`config.mk`:
```
export PLATFORM = sky130hd
export DESIGN_NAME = audio_fader_i2c_slave
export DESIGN_NICKNAME = d
export VERILOG_FILES = /design/src/rtl/audio_i2c_pkg.sv /design/src/rtl/i2c_line_sync.sv /design/src/rtl/i2c_write_rx.sv /design/src/rtl/audio_reg_bank.sv /design/src/rtl/audio_fader_i2c_slave.sv
export SDC_FILE = /design/constraint.sdc
export NUM_CORES = 1
export LEC_CHECK = 0
export ABC_AREA = 0
export BUFFER_PORTS_ARGS = -buffer_cell sky130_fd_sc_hd__buf_4
export CORE_UTILIZATION = 55
export CTS_CLUSTER_SIZE = 28
export DETAILED_ROUTE_END_ITERATION = 6
export PLACE_DENSITY = 0.82
export REMOVE_ABC_BUFFERS = 1
export SLEW_MARGIN = 10
export SYNTH_ARGS = -nofsm -noshare
export SYNTH_HDL_FRONTEND = slang
export SYNTH_SLANG_ARGS = --single-unit
```
`constraint.sdc`:
```
create_clock -name clk_i -period 5.8 [get_ports clk_i]
set_clock_uncertainty 0.15 [all_clocks]
set_input_delay 1.16 -clock clk_i [delete_from_list [all_inputs] [get_ports clk_i]]
set_output_delay 1.16 -clock clk_i [all_outputs]
set_load 0.005 [all_outputs]
```
`src/rtl/audio_i2c_pkg.sv`:
```
package audio_i2c_pkg;
  localparam int unsigned REG_W    = 8;
  localparam int unsigned NUM_REGS = 8;
  localparam int unsigned IDX_W    = $clog2(NUM_REGS);
  localparam int unsigned VOL_W    = 6;
  localparam int unsigned FADER_W  = 6;
  localparam int unsigned TONE_W   = 5;
  localparam int unsigned SRC_W    = 3;

  localparam int unsigned REG_VOL  = 0;
  localparam int unsigned REG_FR   = 1;
  localparam int unsigned REG_FL   = 2;
  localparam int unsigned REG_RR   = 3;
  localparam int unsigned REG_RL   = 4;
  localparam int unsigned REG_BASS = 5;
  localparam int unsigned REG_TREB = 6;
  localparam int unsigned REG_SW   = 7;
  localparam int unsigned MUTE_BIT = 7;

  typedef enum logic [1:0] {RX_IDLE, RX_BITS, RX_ACK, RX_SKIP} rx_state_e;
  typedef enum logic [1:0] {PH_ADDR, PH_PTR, PH_DATA} rx_phase_e;
endpackage

```
`src/rtl/i2c_line_sync.sv`:
```
module i2c_line_sync #(
  parameter int unsigned SYNC_STAGES = 2
) (
  input  logic clk_i,
  input  logic rst_ni,
  input  logic scl_i,
  input  logic sda_i,
  output logic scl_s_o,
  output logic sda_s_o,
  output logic scl_rise_o,
  output logic scl_fall_o,
  output logic start_o,
  output logic stop_o
);
  localparam int unsigned MSB = SYNC_STAGES - 1;

  logic [SYNC_STAGES-1:0] scl_q, sda_q;
  logic scl_d, sda_d;

  always_ff @(posedge clk_i or negedge rst_ni) begin
    if (!rst_ni) begin
      scl_q <= '1;
      sda_q <= '1;
      scl_d <= 1'b1;
      sda_d <= 1'b1;
    end else begin
      scl_q <= {scl_q[SYNC_STAGES-2:0], scl_i};
      sda_q <= {sda_q[SYNC_STAGES-2:0], sda_i};
      scl_d <= scl_q[MSB];
      sda_d <= sda_q[MSB];
    end
  end

  assign scl_s_o    = scl_q[MSB];
  assign sda_s_o    = sda_q[MSB];
  assign scl_rise_o = scl_q[MSB] & ~scl_d;
  assign scl_fall_o = ~scl_q[MSB] & scl_d;
  // data edges while clock stays high
  assign start_o    = scl_q[MSB] & scl_d & sda_d & ~sda_q[MSB];
  assign stop_o     = scl_q[MSB] & scl_d & ~sda_d & sda_q[MSB];
endmodule

```
`src/rtl/i2c_write_rx.sv`:
```
module i2c_write_rx
  import audio_i2c_pkg::*;
#(
  parameter int unsigned DATA_W   = 8,
  parameter int unsigned PTR_W    = 3,
  parameter logic [7:0]  DEV_ADDR = 8'h80
) (
  input  logic              clk_i,
  input  logic              rst_ni,
  input  logic              scl_rise_i,
  input  logic              scl_fall_i,
  input  logic              sda_i,
  input  logic              start_i,
  input  logic              stop_i,
  output logic              sda_oe_o,
  output logic              wr_stb_o,
  output logic [PTR_W-1:0]  wr_idx_o,
  output logic [DATA_W-1:0] wr_data_o
);
  localparam int unsigned CNT_W = $clog2(DATA_W + 1);

  rx_state_e         state_q;
  rx_phase_e         phase_q;
  logic [CNT_W-1:0]  bit_cnt_q;
  logic [DATA_W-1:0] shreg_q;
  logic [PTR_W-1:0]  ptr_q;
  logic              byte_full;

  assign byte_full = (bit_cnt_q == CNT_W'(DATA_W));

  always_ff @(posedge clk_i or negedge rst_ni) begin
    if (!rst_ni) begin
      state_q   <= RX_IDLE;
      phase_q   <= PH_ADDR;
      bit_cnt_q <= '0;
      shreg_q   <= '0;
      ptr_q     <= '0;
      sda_oe_o  <= 1'b0;
      wr_stb_o  <= 1'b0;
      wr_idx_o  <= '0;
      wr_data_o <= '0;
    end else begin
      wr_stb_o <= 1'b0;
      if (start_i) begin
        state_q   <= RX_BITS;
        phase_q   <= PH_ADDR;
        bit_cnt_q <= '0;
        sda_oe_o  <= 1'b0;
      end else if (stop_i) begin
        state_q  <= RX_IDLE;
        sda_oe_o <= 1'b0;
      end else begin
        unique case (state_q)
          RX_BITS: begin
            if (scl_rise_i && !byte_full) begin
              shreg_q   <= {shreg_q[DATA_W-2:0], sda_i};
              bit_cnt_q <= bit_cnt_q + CNT_W'(1);
            end else if (scl_fall_i && byte_full) begin
              bit_cnt_q <= '0;
              unique case (phase_q)
                PH_ADDR: begin
                  if (shreg_q == DATA_W'(DEV_ADDR)) begin
                    sda_oe_o <= 1'b1;
                    state_q  <= RX_ACK;
                  end else begin
                    state_q <= RX_SKIP;
                  end
                end
                PH_PTR: begin
                  ptr_q    <= shreg_q[PTR_W-1:0];
                  sda_oe_o <= 1'b1;
                  state_q  <= RX_ACK;
                end
                default: begin
                  wr_stb_o  <= 1'b1;
                  wr_idx_o  <= ptr_q;
                  wr_data_o <= shreg_q;
                  ptr_q     <= ptr_q + PTR_W'(1);
                  sda_oe_o  <= 1'b1;
                  state_q   <= RX_ACK;
                end
              endcase
            end
          end
          RX_ACK: begin
            if (scl_fall_i) begin
              sda_oe_o <= 1'b0;
              state_q  <= RX_BITS;
              if (phase_q == PH_ADDR)     phase_q <= PH_PTR;
              else if (phase_q == PH_PTR) phase_q <= PH_DATA;
            end
          end
          default: ;
        endcase
      end
    end
  end
endmodule

```
`src/rtl/audio_reg_bank.sv`:
```
module audio_reg_bank #(
  parameter int unsigned NUM_REGS = 8,
  parameter int unsigned DATA_W   = 8,
  parameter int unsigned MUTE_REG = 7,
  parameter int unsigned MUTE_BIT = 7,
  localparam int unsigned IDX_W   = $clog2(NUM_REGS)
) (
  input  logic                             clk_i,
  input  logic                             rst_ni,
  input  logic                             wr_stb_i,
  input  logic [IDX_W-1:0]                 wr_idx_i,
  input  logic [DATA_W-1:0]                wr_data_i,
  output logic [NUM_REGS-1:0][DATA_W-1:0]  regs_o,
  output logic                             wr_pulse_o,
  output logic [IDX_W-1:0]                 wr_addr_o
);
  logic [DATA_W-1:0] mem_q [NUM_REGS];

  for (genvar g = 0; g < NUM_REGS; g++) begin : g_reg
    localparam logic [DATA_W-1:0] RST_VAL =
      (g == MUTE_REG) ? (DATA_W'(1) << MUTE_BIT) : '0;

    always_ff @(posedge clk_i or negedge rst_ni) begin
      if (!rst_ni)                                  mem_q[g] <= RST_VAL;
      else if (wr_stb_i && wr_idx_i == IDX_W'(g))   mem_q[g] <= wr_data_i;
    end

    assign regs_o[g] = mem_q[g];
  end

  always_ff @(posedge clk_i or negedge rst_ni) begin
    if (!rst_ni) begin
      wr_pulse_o <= 1'b0;
      wr_addr_o  <= '0;
    end else begin
      wr_pulse_o <= wr_stb_i;
      if (wr_stb_i) wr_addr_o <= wr_idx_i;
    end
  end
endmodule

```
`src/rtl/audio_fader_i2c_slave.sv`:
```
module audio_fader_i2c_slave
  import audio_i2c_pkg::*;
#(
  parameter logic [7:0]  DEV_ADDR    = 8'h80,
  parameter int unsigned SYNC_STAGES = 2
) (
  input  logic               clk_i,
  input  logic               rst_ni,
  input  logic               scl_i,
  input  logic               sda_i,
  output logic               sda_oe_o,
  output logic [VOL_W-1:0]   volume_o,
  output logic               loud_en_o,
  output logic               zc_mode_o,
  output logic [FADER_W-1:0] fader_fr_o,
  output logic [FADER_W-1:0] fader_fl_o,
  output logic [FADER_W-1:0] fader_rr_o,
  output logic [FADER_W-1:0] fader_rl_o,
  output logic [TONE_W-1:0]  bass_o,
  output logic [TONE_W-1:0]  treble_o,
  output logic               gen_mute_o,
  output logic [SRC_W-1:0]   src_sel_o,
  output logic               wr_pulse_o,
  output logic [IDX_W-1:0]   wr_addr_o
);
  logic scl_s, sda_s, scl_rise, scl_fall, start_det, stop_det;
  logic wr_stb;
  logic [IDX_W-1:0] wr_idx;
  logic [REG_W-1:0] wr_data;
  logic [NUM_REGS-1:0][REG_W-1:0] regs_w;

  i2c_line_sync #(.SYNC_STAGES(SYNC_STAGES)) u_sync (
    .clk_i      (clk_i),
    .rst_ni     (rst_ni),
    .scl_i      (scl_i),
    .sda_i      (sda_i),
    .scl_s_o    (scl_s),
    .sda_s_o    (sda_s),
    .scl_rise_o (scl_rise),
    .scl_fall_o (scl_fall),
    .start_o    (start_det),
    .stop_o     (stop_det)
  );

  i2c_write_rx #(.DATA_W(REG_W), .PTR_W(IDX_W), .DEV_ADDR(DEV_ADDR)) u_rx (
    .clk_i      (clk_i),
    .rst_ni     (rst_ni),
    .scl_rise_i (scl_rise),
    .scl_fall_i (scl_fall),
    .sda_i      (sda_s),
    .start_i    (start_det),
    .stop_i     (stop_det),
    .sda_oe_o   (sda_oe_o),
    .wr_stb_o   (wr_stb),
    .wr_idx_o   (wr_idx),
    .wr_data_o  (wr_data)
  );

  audio_reg_bank #(
    .NUM_REGS (NUM_REGS),
    .DATA_W   (REG_W),
    .MUTE_REG (REG_SW),
    .MUTE_BIT (MUTE_BIT)
  ) u_bank (
    .clk_i      (clk_i),
    .rst_ni     (rst_ni),
    .wr_stb_i   (wr_stb),
    .wr_idx_i   (wr_idx),
    .wr_data_i  (wr_data),
    .regs_o     (regs_w),
    .wr_pulse_o (wr_pulse_o),
    .wr_addr_o  (wr_addr_o)
  );

  assign zc_mode_o  = regs_w[REG_VOL][7];
  assign loud_en_o  = ~regs_w[REG_VOL][6];
  assign volume_o   = regs_w[REG_VOL][VOL_W-1:0];
  assign fader_fr_o = regs_w[REG_FR][FADER_W-1:0];
  assign fader_fl_o = regs_w[REG_FL][FADER_W-1:0];
  assign fader_rr_o = regs_w[REG_RR][FADER_W-1:0];
  assign fader_rl_o = regs_w[REG_RL][FADER_W-1:0];
  assign bass_o     = regs_w[REG_BASS][TONE_W-1:0];
  assign treble_o   = regs_w[REG_TREB][TONE_W-1:0];
  assign gen_mute_o = regs_w[REG_SW][MUTE_BIT];
  assign src_sel_o  = regs_w[REG_SW][SRC_W-1:0];
endmodule

```
### Word-level counts from Yosys, hierarchy flattened

Index checks and enable logic that the tools add are counted.

* add/sub/neg operators: 2
* eq/ne operators: 17
* mux-type cells: 34
* bitwise logic cells: 17
* reductions and logical operators: 27

Operator list (count)
* 2-bit two-way mux: 11
* 4-bit two-way mux: 5
* 1-bit two-way mux: 15
* 3-bit equality test, second input constant: 4
* 4-bit AND reduction: 3
* 6-bit AND reduction: 2
* 1-bit logical AND: 10
* 1-bit NOT: 10
* 8-bit equality test, second input constant: 1
* 4-bit by 3-bit != test with 1-bit output, second input constant: 2
* 1-bit AND: 7
* 3-bit by 2-bit equality test with 1-bit output, second input constant: 2
* 3-bit one-hot mux with 2 select lines: 1
* 2-bit nonzero test: 3
* 3-bit nonzero test: 2
* 5-bit by 4-bit != test with 1-bit output, second input constant: 1
* 5-bit AND reduction: 1
* 4-bit by 1-bit adder with 4-bit output, second input constant: 1
* 2-bit by 1-bit equality test with 1-bit output, second input constant: 2
* 4-bit equality test, second input constant: 1
* 4-bit != test, second input constant: 1
* 2-bit one-hot mux with 2 select lines: 1
* 4-bit nonzero test: 1
* 3-bit by 1-bit adder with 3-bit output, second input constant: 1
* 9 further kinds: 9

* register bits: 92
* bits of input ports: 4
* output and inout bits: 51
* word-level logic and storage cells: 120

### Depth between registers and ports, before layout

Gate-level depths: netlist (run 1).

* word-level depth: 8
* depth in mapped cells: 8
* mapped depth without buffers: 6

### Cells and area by module

Synthesis (run 1) repeated with hierarchy kept, for this count alone.

* cells, all modules: 283
* area, all modules: 4354.2 um^2

By module, submodules not included
* audio_reg_bank: instances 1, cells each 150, area an instance 2590.0 um^2, seq. area each 1702.9 um^2
* i2c_write_rx: instances 1, cells each 122, area an instance 1570.3 um^2, seq. area each 800.8 um^2
* i2c_line_sync: instances 1, cells each 10, area an instance 190.2 um^2, seq. area each 157.7 um^2
* audio_fader_i2c_slave: instances 1, cells each 1, area an instance 3.8 um^2, seq. area each 0.0 um^2

### Worst setup path before layout (run 1)

OpenSTA, ideal clock, no wires.

* kind: reg-to-reg
* from: register u_rx.bit_cnt_q[0]
* to: register u_rx.wr_data_o[0]
* library setup time: 0.125 ns
* data arrival time: 1.673 ns
* data required time: 5.525 ns
* slack: 3.852 ns
* stages on the path, launching flop included: 8
* path buffers: 2
* clock period less this slack: 1.948 ns
* path through: dfrtp_1 > inv_1 > ha_1 > nand3b_4 > or3_1 > buf_6 > buf_6 > mux2_4

* cells in the longest elaborated chain, start to end: 5
* elaborated cells on any way between the ends: 6
* those cells by class: eq/ne (1); bitwise (1); reduce/logical (4)

Ends and longest elaborated chain
* start, declared: RTL line i2c_write_rx.sv:24 `logic [CNT_W-1:0] bit_cnt_q;`
* start signal, assigned: RTL line i2c_write_rx.sv:57 `bit_cnt_q <= bit_cnt_q + CNT_W'(1);`
* 4-bit equality test *: RTL line i2c_write_rx.sv:29 `assign byte_full = (bit_cnt_q == CNT_W'(DATA_W));`
* 1-bit logical NOT: RTL line i2c_write_rx.sv:55 `if (scl_rise_i && !byte_full) begin`
* 1-bit logical AND: RTL line i2c_write_rx.sv:55
* 1-bit NOT (no source line)
* 6-bit AND reduction (no source line) *
* end signal, assigned: RTL line i2c_write_rx.sv:77 `wr_data_o <= shreg_q;`
* end, declared: RTL line i2c_write_rx.sv:18 `output logic [DATA_W-1:0] wr_data_o`

Mark *: on every way between the ends. The rest lies on a longest branch, timed or not.
A chain may end at the register's enable or synchronous reset.

### Worst setup path after layout (run 1)

* from: register u_bank.mem_q, in the netlist u_bank.regs_o[63]
* to: output gen_mute_o

RTL lines
* start, declared: RTL line audio_reg_bank.sv:17 `logic [DATA_W-1:0] mem_q [NUM_REGS];`
* start signal, assigned by index: RTL line audio_reg_bank.sv:25 `else if (wr_stb_i && wr_idx_i == IDX_W'(g)) mem_q[g] <= wr_data_i;`
* end, declared: RTL line audio_fader_i2c_slave.sv:21 `output logic gen_mute_o,`

No word-level cell between the ends.

==> results of run 1 <==
layout make-up:
type	instances	share of cell area
tap	96	0.0276
clock buffer	10	0.0293
multi-input combinational	170	0.315
inverter	11	0.00948
timing repair buffer	54	0.0931
clock inverter	6	0.0178
sequential	88	0.508
sequential cells by signal (all words and copies together), names as in the netlist:
| signal | flops |
|---|---|
| u_rx.wr_stb_o | 1 |
| u_rx.wr_idx_o | 3 |
| u_rx.ptr_q | 3 |
| u_sync.scl_q | 2 |
| u_rx.wr_data_o | 8 |
| u_sync.scl_d | 1 |
| u_bank.wr_addr_o | 3 |
| u_bank.wr_pulse_o | 1 |
| u_rx.sda_oe_o | 1 |
| u_sync.sda_d | 1 |
| u_rx.phase_q | 2 |
| u_sync.sda_q | 2 |
| u_rx.bit_cnt_q | 4 |
| u_rx.state_q | 2 |
| u_bank.regs_o | 46 |
| u_rx.shreg_q | 8 |
cells in the mapped netlist (2+ instances only):
master,n
a21boi_0,2
a21oi_1,4
a22o_1,2
a31o_2,2
a31oi_1,3
and3_1,2
buf_4,43
buf_6,2
clkbuf_1,5
dfrtp_1,81
dfstp_2,7
ha_1,5
inv_1,11
mux2_2,54
mux2_4,3
mux2i_1,2
nand2_1,27
nand2b_1,4
nand3_1,6
nand3b_1,3
nand4b_1,4
nor2_1,6
nor2b_1,4
nor3_1,2
nor3b_2,2
nor4_1,2
o211ai_1,2
o21ai_0,12
o22ai_1,2
or2_2,2
kinds of logic (layout without fill, tap and decap cells):
| family | Yosys count | count (layout) |
|---|---|---|
| AOI/OAI and AO/OA | 35 | 35 |
| xor gates and xnor gates | 1 | 1 |
| adders and majority gates | 5 | 5 |
| buffers and inverters | 62 | 81 |
| DFF | 88 | 88 |
| muxes | 59 | 59 |
| and+or+nand+nor | 70 | 70 |
metal layers:
| metal | track usage | share of wire |
|---|---|---|
| met1 | 0.266 | 0.45 |
| met2 | 0.314 | 0.49 |
| met3 | 0.0332 | 0.040 |
| met4 | 0.0939 | 0.019 |
| met5 | 0 | 0 |
worst max-delay path by stage:
stage / to / slack [ns] / cells after the start
global placement: u_bank.regs_o[5]$_DFFE_PN0P_ / 3.56 / 1
detailed placement: u_bank.regs_o[6]$_DFFE_PN0P_ / 3.54 / 1
global route: gen_mute_o / 3.45 / 1
floorplan: u_rx.wr_data_o[0]$_DFFE_PN0P_ / 3.84 / 5
finish: gen_mute_o / 3.48 / 1
CTS: gen_mute_o / 3.47 / 1
where the power goes:
group	leakage [uW]	internal [uW]	switching (uW)	total [uW]
Clock	0.000101	207	225	432
Sequential	0.00119	659	50.5	710
Combinational	0.000931	94.3	112	206
Total	0.00222	960	387	1350
metrics by stage:
step / instance area (sq um) / hold slack, ns / worst slack (ns) / utilization
final: 4350 / 0.213 / 3.48 / 0.630
after global routing: 4350 / 0.218 / 3.45 / 0.630
after CTS: 4350 / 0.214 / 3.47 / 0.630
after detailed placement: 4150 / 0.198 / 3.54 / 0.601
after global placement: 4150 / 0.198 / 3.56 / 0.601
after floorplan: 3620 / 0.195 / 3.84 / -
==> results.cfg, run 1 <==
[cells_and_area]
register_area_sq_um = 2210
syn_to_final_growth_pct = 9.06
nFillCells = 560
drive_gt1_frac = 0.419
insertedDiodeCount = 0
layout_commonest_cell = dfrtp_1
stdcell_count = 435
multi_input_area_sq_um = 1370
mostFrequentLayoutCells = dfrtp_1 (81), mux2_2 (54), buf_4 (54)
fin_nets = 343

[global_route]
grt_max_degree = 89
gr-total-overflow = 0
track_usage = 0.197
grt_pass1_wl_mm = 11.2
grt_pass1_vias = 2220
antenna_found_initial = 0

[clock_tree]
insertion_delay_ns = 0.36
cts-root-buf = clkbuf_8
cts_max_level = 3
cts_sinks = 88
cts_hold_buf = 0
clk_pin_slew_ns = 0.10
cts_buffers = 9
cts.path.max_buffers = 2
cts_tree = yes
cts_resized = 0
post_cts_buffers = 0

[critical_path]
crit_start = u_bank.regs_o[63]$_DFFE_PN1P_
crit_chain = buf_4
crit_buf_inv = 1
cp-start-kind = flip-flop
reg2reg_to = u_rx.wr_idx_o[1]$_DFFE_PN0P_
crit_fanout = 2
required_ns = 4.49
end_kind = output pin
cp_top_family = flip-flops
slowest_stage = dfstp_2
arrival_ns = 1.01
r2r-start = u_rx.state_q[1]$_DFFE_PN0P_
worstRegToRegCells = 5
worstSetupPathType = flip-flop to output pin
cpPeakStageDelay_ns = 0.55
reg2reg_slack_ns = 3.62

[routing]
drt_first_pass_iters = 4
wl_per_cell_microns = 15.7
drt_iter0_drc = 99
postRouteAntennaNets = 0
wirelength_mm = 6.84
drc_errors = 0
vias = 2359
viasPerCell = 5.42

[timing]
relSlewSlack = 0.304
setup_violations = 0
finalHoldViolCount = 0
min_period_ns = 2.32
fmax_ghz = 0.431
worstMarginPinSlew_ns = 1.04
finalMaxSlewViolations = 0
grt_setup_unrepaired = false
layout_worst_path_cycle_share = 0.400
finalSetupTns_ns = 0

[logic_synthesis]
synth_xor_area_frac = 0.00219
ys.warnings.count = 0
synth_enable_flop_cells = 0
synth_area_leaders = dfrtp_1 (51%), mux2_2 (15%), buf_4 (8.1%), dfstp_2 (4.6%), nand2_1 (2.5%)
synth-seq-area-share = 0.554
synth_flop_cell = dfrtp_1
synth_mux_area_frac = 0.169
synth_top_family_by_area = multiplexers
synth_compound_area_frac = 0.0580
netlist_instances = 320
avgSynthCellArea_sq_um = 12.5
async_flop_share = 1.00
synth.distinct_cells = 44
synth.largest_area_cell = dfrtp_1
synthSimpleGateAreaFrac = 0.0990
ys_ff_latch = 88
netlist_area_sq_um = 3990
synth_top_area_frac = 0.508
synth_fa_ha_area_frac = 0.0157

[die]
num_rows = 30
pin_count = 55
coreArea_sq_um = 6910
initial_core_util = 0.578
die_y_microns = 87.2
die_w_microns = 87.2
die_area_sq_um = 7600

[placement]
portBuffers = 54
place_inst = 419
routabilityCongestion = 0.803
dp_hpwl_mm = 4.67

[pwr]
cellLeakagePower_uw = 0.00222
power.density_nw_per_um2 = 310
irDropWorstVdd_mv = 0.187
p_total_uw = 1350

[worst_hold_path]
holdPathStages = 0
min_to = u_sync.scl_q[1]$_DFF_PN1_
hold_path.class = flip-flop to flip-flop
hold_path_startpoint = u_sync.scl_q[0]$_DFF_PN1_

[run]
cap_viol_max_count = 0

[outcome]
status = finished clean
No activity file was read; power rests on OpenSTA's default activity.
==> run 2: changes to the inputs <==
Clock period 5.8 ns to 2.2 ns, I/O delays scaled along.
==> run 2 against run 1 <==
Against the previous run:
- clock power increased to 2.7 times the previous value
- cell area increased by 2.3%
- largest power group unchanged
- register-to-register slack got worse by 3.4 ns
- combinational power increased to 2.8 times the previous value
- critical endpoint is now u_rx.wr_data_o[0]$_DFFE_PN0P_
==> results.cfg, run 2 (same netlist as run 1, synthesis figures left out) <==
[critical_path]
cp_top_family = simple AND/OR/NAND/NOR gates
crit_fanout = 16
worstSetupPathType = flip-flop to flip-flop
cp-start-kind = flip-flop
end_kind = flip-flop
required_ns = 2.29
crit_buf_inv = 2
arrival_ns = 2.07
slowest_stage = dfrtp_1
reg2reg_slack_ns = 0.22
crit_chain = inv_1 > ha_1 > nand3b_4 > or3_1 > buf_4 > mux2_4
cpPeakStageDelay_ns = 0.42

[run]
cap_viol_max_count = 0

[cells_and_area]
largest_reg_flops = 46
drive_gt1_frac = 0.436
insertedDiodeCount = 0
mostFrequentLayoutCells = dfrtp_1 (81), buf_4 (62), mux2_2 (54)
nFillCells = 543
layout_commonest_cell = dfrtp_1
fin_nets = 353
syn_to_final_growth_pct = 11.5

[timing]
relSlewSlack = 0.627
setup_violations = 0
layout_worst_path_cycle_share = 0.901
min_period_ns = 1.98
finalHoldViolCount = 0
final.setup.worst_slack_ns = 0.219
finalSetupTns_ns = 0
finalMaxSlewViolations = 0
whs_ns = 0.0435
worstMarginPinSlew_ns = 0.551
fmax_ghz = 0.505
grt_setup_unrepaired = false

[global_route]
gr-total-overflow = 0
grt_max_degree = 39
antenna_found_initial = 0
track_usage = 0.211
grt_pass1_vias = 2428
grt_pass1_wl_mm = 12.1

[placement]
portBuffers = 54
routabilityCongestion = 0.800
dp_hpwl_mm = 5.13
dp_slack_ns = 0.245

[clock_tree]
clk_pin_slew_ns = 0.08
cts.path.max_buffers = 2
cts_sinks = 88
insertion_delay_ns = 0.35
cts_tree = yes
cts_max_level = 3
cts_buffers = 9
cts-root-buf = clkbuf_8

[routing]
drt_iter0_drc = 55
wl_per_cell_microns = 16.3
postRouteAntennaNets = 0
wirelength_mm = 7.25
drt_first_pass_iters = 4
viasPerCell = 5.33
vias = 2370
drc_errors = 0

[die]
num_rows = 30
pin_count = 55
die_y_microns = 87.2
die_w_microns = 87.2
initial_core_util = 0.578
coreArea_sq_um = 6910
die_area_sq_um = 7600

[outcome]
status = finished clean

[pwr]
cellLeakagePower_uw = 0.00228
power.density_nw_per_um2 = 809
irDropWorstVdd_mv = 0.615

[worst_hold_path]
hold_path.class = input pin to flip-flop
-- run 2: cell types whose count changed in the layout (fill, tap and decap cells not counted) --
cell           delta
buf_4             +8
inv_6             +2
clkbuf_8          +2
buf_12            +1
inv_8             -2
clkbuf_1          -1
clkinv_4          -2
dlygate4sd3_1     +1
clkinvlp_4        +1
-- run 2: worst register-to-register path, cell delays in order, from the launching register on --
cell and delay (ns):
dfrtp_1 0.42, inv_1 0.07, ha_1 0.21, nand3b_4 0.13, or3_1 0.36, buf_4 0.21, mux2_4 0.32
-- run 2: repair_timing --
item                      4_1_cts  5_1_grt
resized for setup               0        0
buffers inserted                0        0
hold buffers                    1        0
hold endpoints to repair       14        0
-- run 2: path summary, 6_finish.rpt --
kind,depth (start not counted),end,from
worst max-delay path,6,u_rx.wr_data_o[0]$_DFFE_PN0P_,u_rx.bit_cnt_q[0]$_DFFE_PN0P_
worst min-delay path,1,u_sync.sda_q[0]$_DFF_PN1_,sda_i
worst max register to register,6,u_rx.wr_data_o[0]$_DFFE_PN0P_,u_rx.bit_cnt_q[0]$_DFFE_PN0P_
worst min register to register,0,u_sync.scl_q[1]$_DFF_PN1_,u_sync.scl_q[0]$_DFF_PN1_
max in group asynchronous,3,u_sync.sda_q[0]$_DFF_PN1_,rst_ni
min in group asynchronous,2,u_rx.wr_stb_o$_DFF_PN0_,rst_ni
-- run 2: layer usage --
layer,wire (microns),vias up,GRT usage
li1,-,1125,-
met1,3260,1186,0.278
met2,3600,48,0.346
met3,261,11,0.0464
met4,131,0,0.0805
met5,0,-,0
-- run 2: where the power goes --
part / total (uW) / internal [uW] / switching [uW]
registers: 1870 / 1740 / 131
logic: 567 / 265 / 302
clock network: 1170 / 595 / 573
total: 3600 / 2600 / 1010
-- run 2: final cells by class --
cell class | count | area [sq um] | area share
Clock buffer | 11 | 151 | 0.0340
Clock inverter | 5 | 62.6 | 0.0140
Inverter | 11 | 41.3 | 0.00927
Multi-Input combinational cell | 170 | 1370 | 0.308
Sequential cell | 88 | 2210 | 0.496
Tap cell | 96 | 120 | 0.0270
Timing Repair Buffer | 64 | 495 | 0.111
-- run 2: stage by stage --
step / cell area [sq um] / total power [uW] / cells / util
global route: 4450 / 3790 / 445 / 0.645
global placement: 4230 / 2430 / 428 / 0.612
floorplan: 3620 / 2270 / 269 / -
finish: 4450 / 3600 / 445 / 0.645
CTS: 4450 / 3630 / 445 / 0.645
detailed placement: 4230 / 2460 / 428 / 0.612
==> run 3: changes to the inputs <==
Settings changed: MAX_ROUTING_LAYER set to met4.
==> run 3 against run 2 <==
Against the previous run:
- clock-buffer cell count unchanged
- critical path type unchanged
- largest cell class unchanged
- clock power about the same
- worst setup slack gained 0.00060 ns
- global-route usage is 0.62 points higher
==> results.cfg, run 3 (same netlist as run 1, synthesis figures left out) <==
[critical_path]
cpPeakStageDelay_ns = 0.42
slowest_stage = dfrtp_1
crit_fanout = 16
worstSetupPathType = flip-flop to flip-flop
cp-start-kind = flip-flop
required_ns = 2.29
crit_chain = inv_1 > ha_1 > nand3b_4 > or3_1 > buf_4 > mux2_4
crit_buf_inv = 2
cp.depth = 6
end_kind = flip-flop
cp_top_family = simple AND/OR/NAND/NOR gates
arrival_ns = 2.07
worstRegToRegCells = 6

[clock_tree]
cts-root-buf = clkbuf_8
post_cts_buffers = 0
insertion_delay_ns = 0.35
clk_pin_slew_ns = 0.08
cts_tree = yes
cts_resized = 0
cts.path.max_buffers = 2
cts_hold_buf = 1
cts_buffers = 9
cts_max_level = 3
cts_sinks = 88

[timing]
fmax_ghz = 0.505
finalMaxSlewViolations = 0
grt_setup_unrepaired = false
relSlewSlack = 0.626
min_period_ns = 1.98
finalSetupTns_ns = 0
setup_violations = 0
finalHoldViolCount = 0
worstMarginPinSlew_ns = 0.553
layout_worst_path_cycle_share = 0.900

[global_route]
gr-total-overflow = 0
antenna_found_initial = 0
grt_pass1_vias = 2430
track_usage = 0.218
grt_max_degree = 39
use_met2 = 0.346
global_route.usage.met3 = 0.0464
grt-busiest-layer = met2
grt_pass1_wl_mm = 12.1
gr-usage-met1 = 0.277

[worst_hold_path]
hold_path.class = input pin to flip-flop
holdPathStages = 1

[cells_and_area]
layout_commonest_cell = dfrtp_1
syn_to_final_growth_pct = 11.5
drive_gt1_frac = 0.436
fin_nets = 353
largest_reg_flops = 46
post-route-util = 0.645
nFillCells = 543
insertedDiodeCount = 0
mostFrequentLayoutCells = dfrtp_1 (81), buf_4 (62), mux2_2 (54)

[die]
die_y_microns = 87.2
die_w_microns = 87.2
num_rows = 30
coreArea_sq_um = 6910
pin_count = 55
initial_core_util = 0.578
die_area_sq_um = 7600

[pwr]
power.density_nw_per_um2 = 809
cellLeakagePower_uw = 0.00228
irDropWorstVdd_mv = 0.615

[run]
cap_viol_max_count = 0

[routing]
vias = 2373
wirelength_mm = 7.22
drt_iter0_drc = 52
drt_first_pass_iters = 4
postRouteAntennaNets = 0
wl_per_cell_microns = 16.2
viasPerCell = 5.33
drc_errors = 0

[placement]
routabilityCongestion = 0.812
portBuffers = 54
dp_hpwl_mm = 5.13

[outcome]
status = finished clean
-- run 3: cell counts in the layout (fill, tap and decap cells not counted) --
No cell type changed its count.
-- run 3: layout make-up --
class                   instances  area [sq um]  share of cell area
flip-flops and latches         88          2210               0.496
well taps                      96           120              0.0270
clock buffers                  11           151              0.0340
clock inverters                 5          62.6              0.0140
repair buffers                 64           495               0.111
multi-input cells             170          1370               0.308
inverters                      11          41.3             0.00927
-- run 3: path summary, 6_finish.rpt --
check / startpoint / to / slack, ns
max in group asynchronous: rst_ni / u_sync.sda_q[0]$_DFF_PN1_ / 0.93
min in group asynchronous: rst_ni / u_rx.wr_stb_o$_DFF_PN0_ / 0.36
min reg2reg: u_sync.scl_q[0]$_DFF_PN1_ / u_sync.scl_q[1]$_DFF_PN1_ / 0.21
max reg2reg: u_rx.bit_cnt_q[0]$_DFFE_PN0P_ / u_rx.wr_data_o[0]$_DFFE_PN0P_ / 0.22
max: u_rx.bit_cnt_q[0]$_DFFE_PN0P_ / u_rx.wr_data_o[0]$_DFFE_PN0P_ / 0.22
min: scl_i / u_sync.scl_q[0]$_DFF_PN1_ / 0.04
-- run 3: metal layers --
metal / share of wire / up-vias / wire, microns
met4: 0.019 / 0 / 136
met1: 0.45 / 1185 / 3240
met5: 0 / - / 0
li1: - / 1120 / -
met2: 0.49 / 57 / 3560
met3: 0.040 / 11 / 289
-- run 3: report_power, final --
group	internal [uW]	total, uW	switching (uW)
combinational	265	566	301
sequential	1740	1870	131
clock	595	1170	570
total	2600	3600	1000
-- run 3: metrics by stage --
step	instances	cell area, sq um	setup slack, ns	hold WS (ns)	power, uW
floorplan	269	3620	0.236	-0.00559	2270
global placement	428	4230	0.289	0.199	2430
detailed placement	428	4230	0.245	0.197	2460
CTS	445	4450	0.213	0.0323	3630
global route	445	4450	0.0576	0.0239	3790
finish	445	4450	0.219	0.0437	3600
-- run 3: worst register-to-register path, delay by kind of cell (launching register included) --
kind / cells / cell delay [ns]
AND/OR/NAND/NOR: 2 / 0.50
adder cells (fa/ha/maj): 1 / 0.21
multiplexers: 1 / 0.32
flip-flops: 1 / 0.42
buffers and inverters: 2 / 0.28
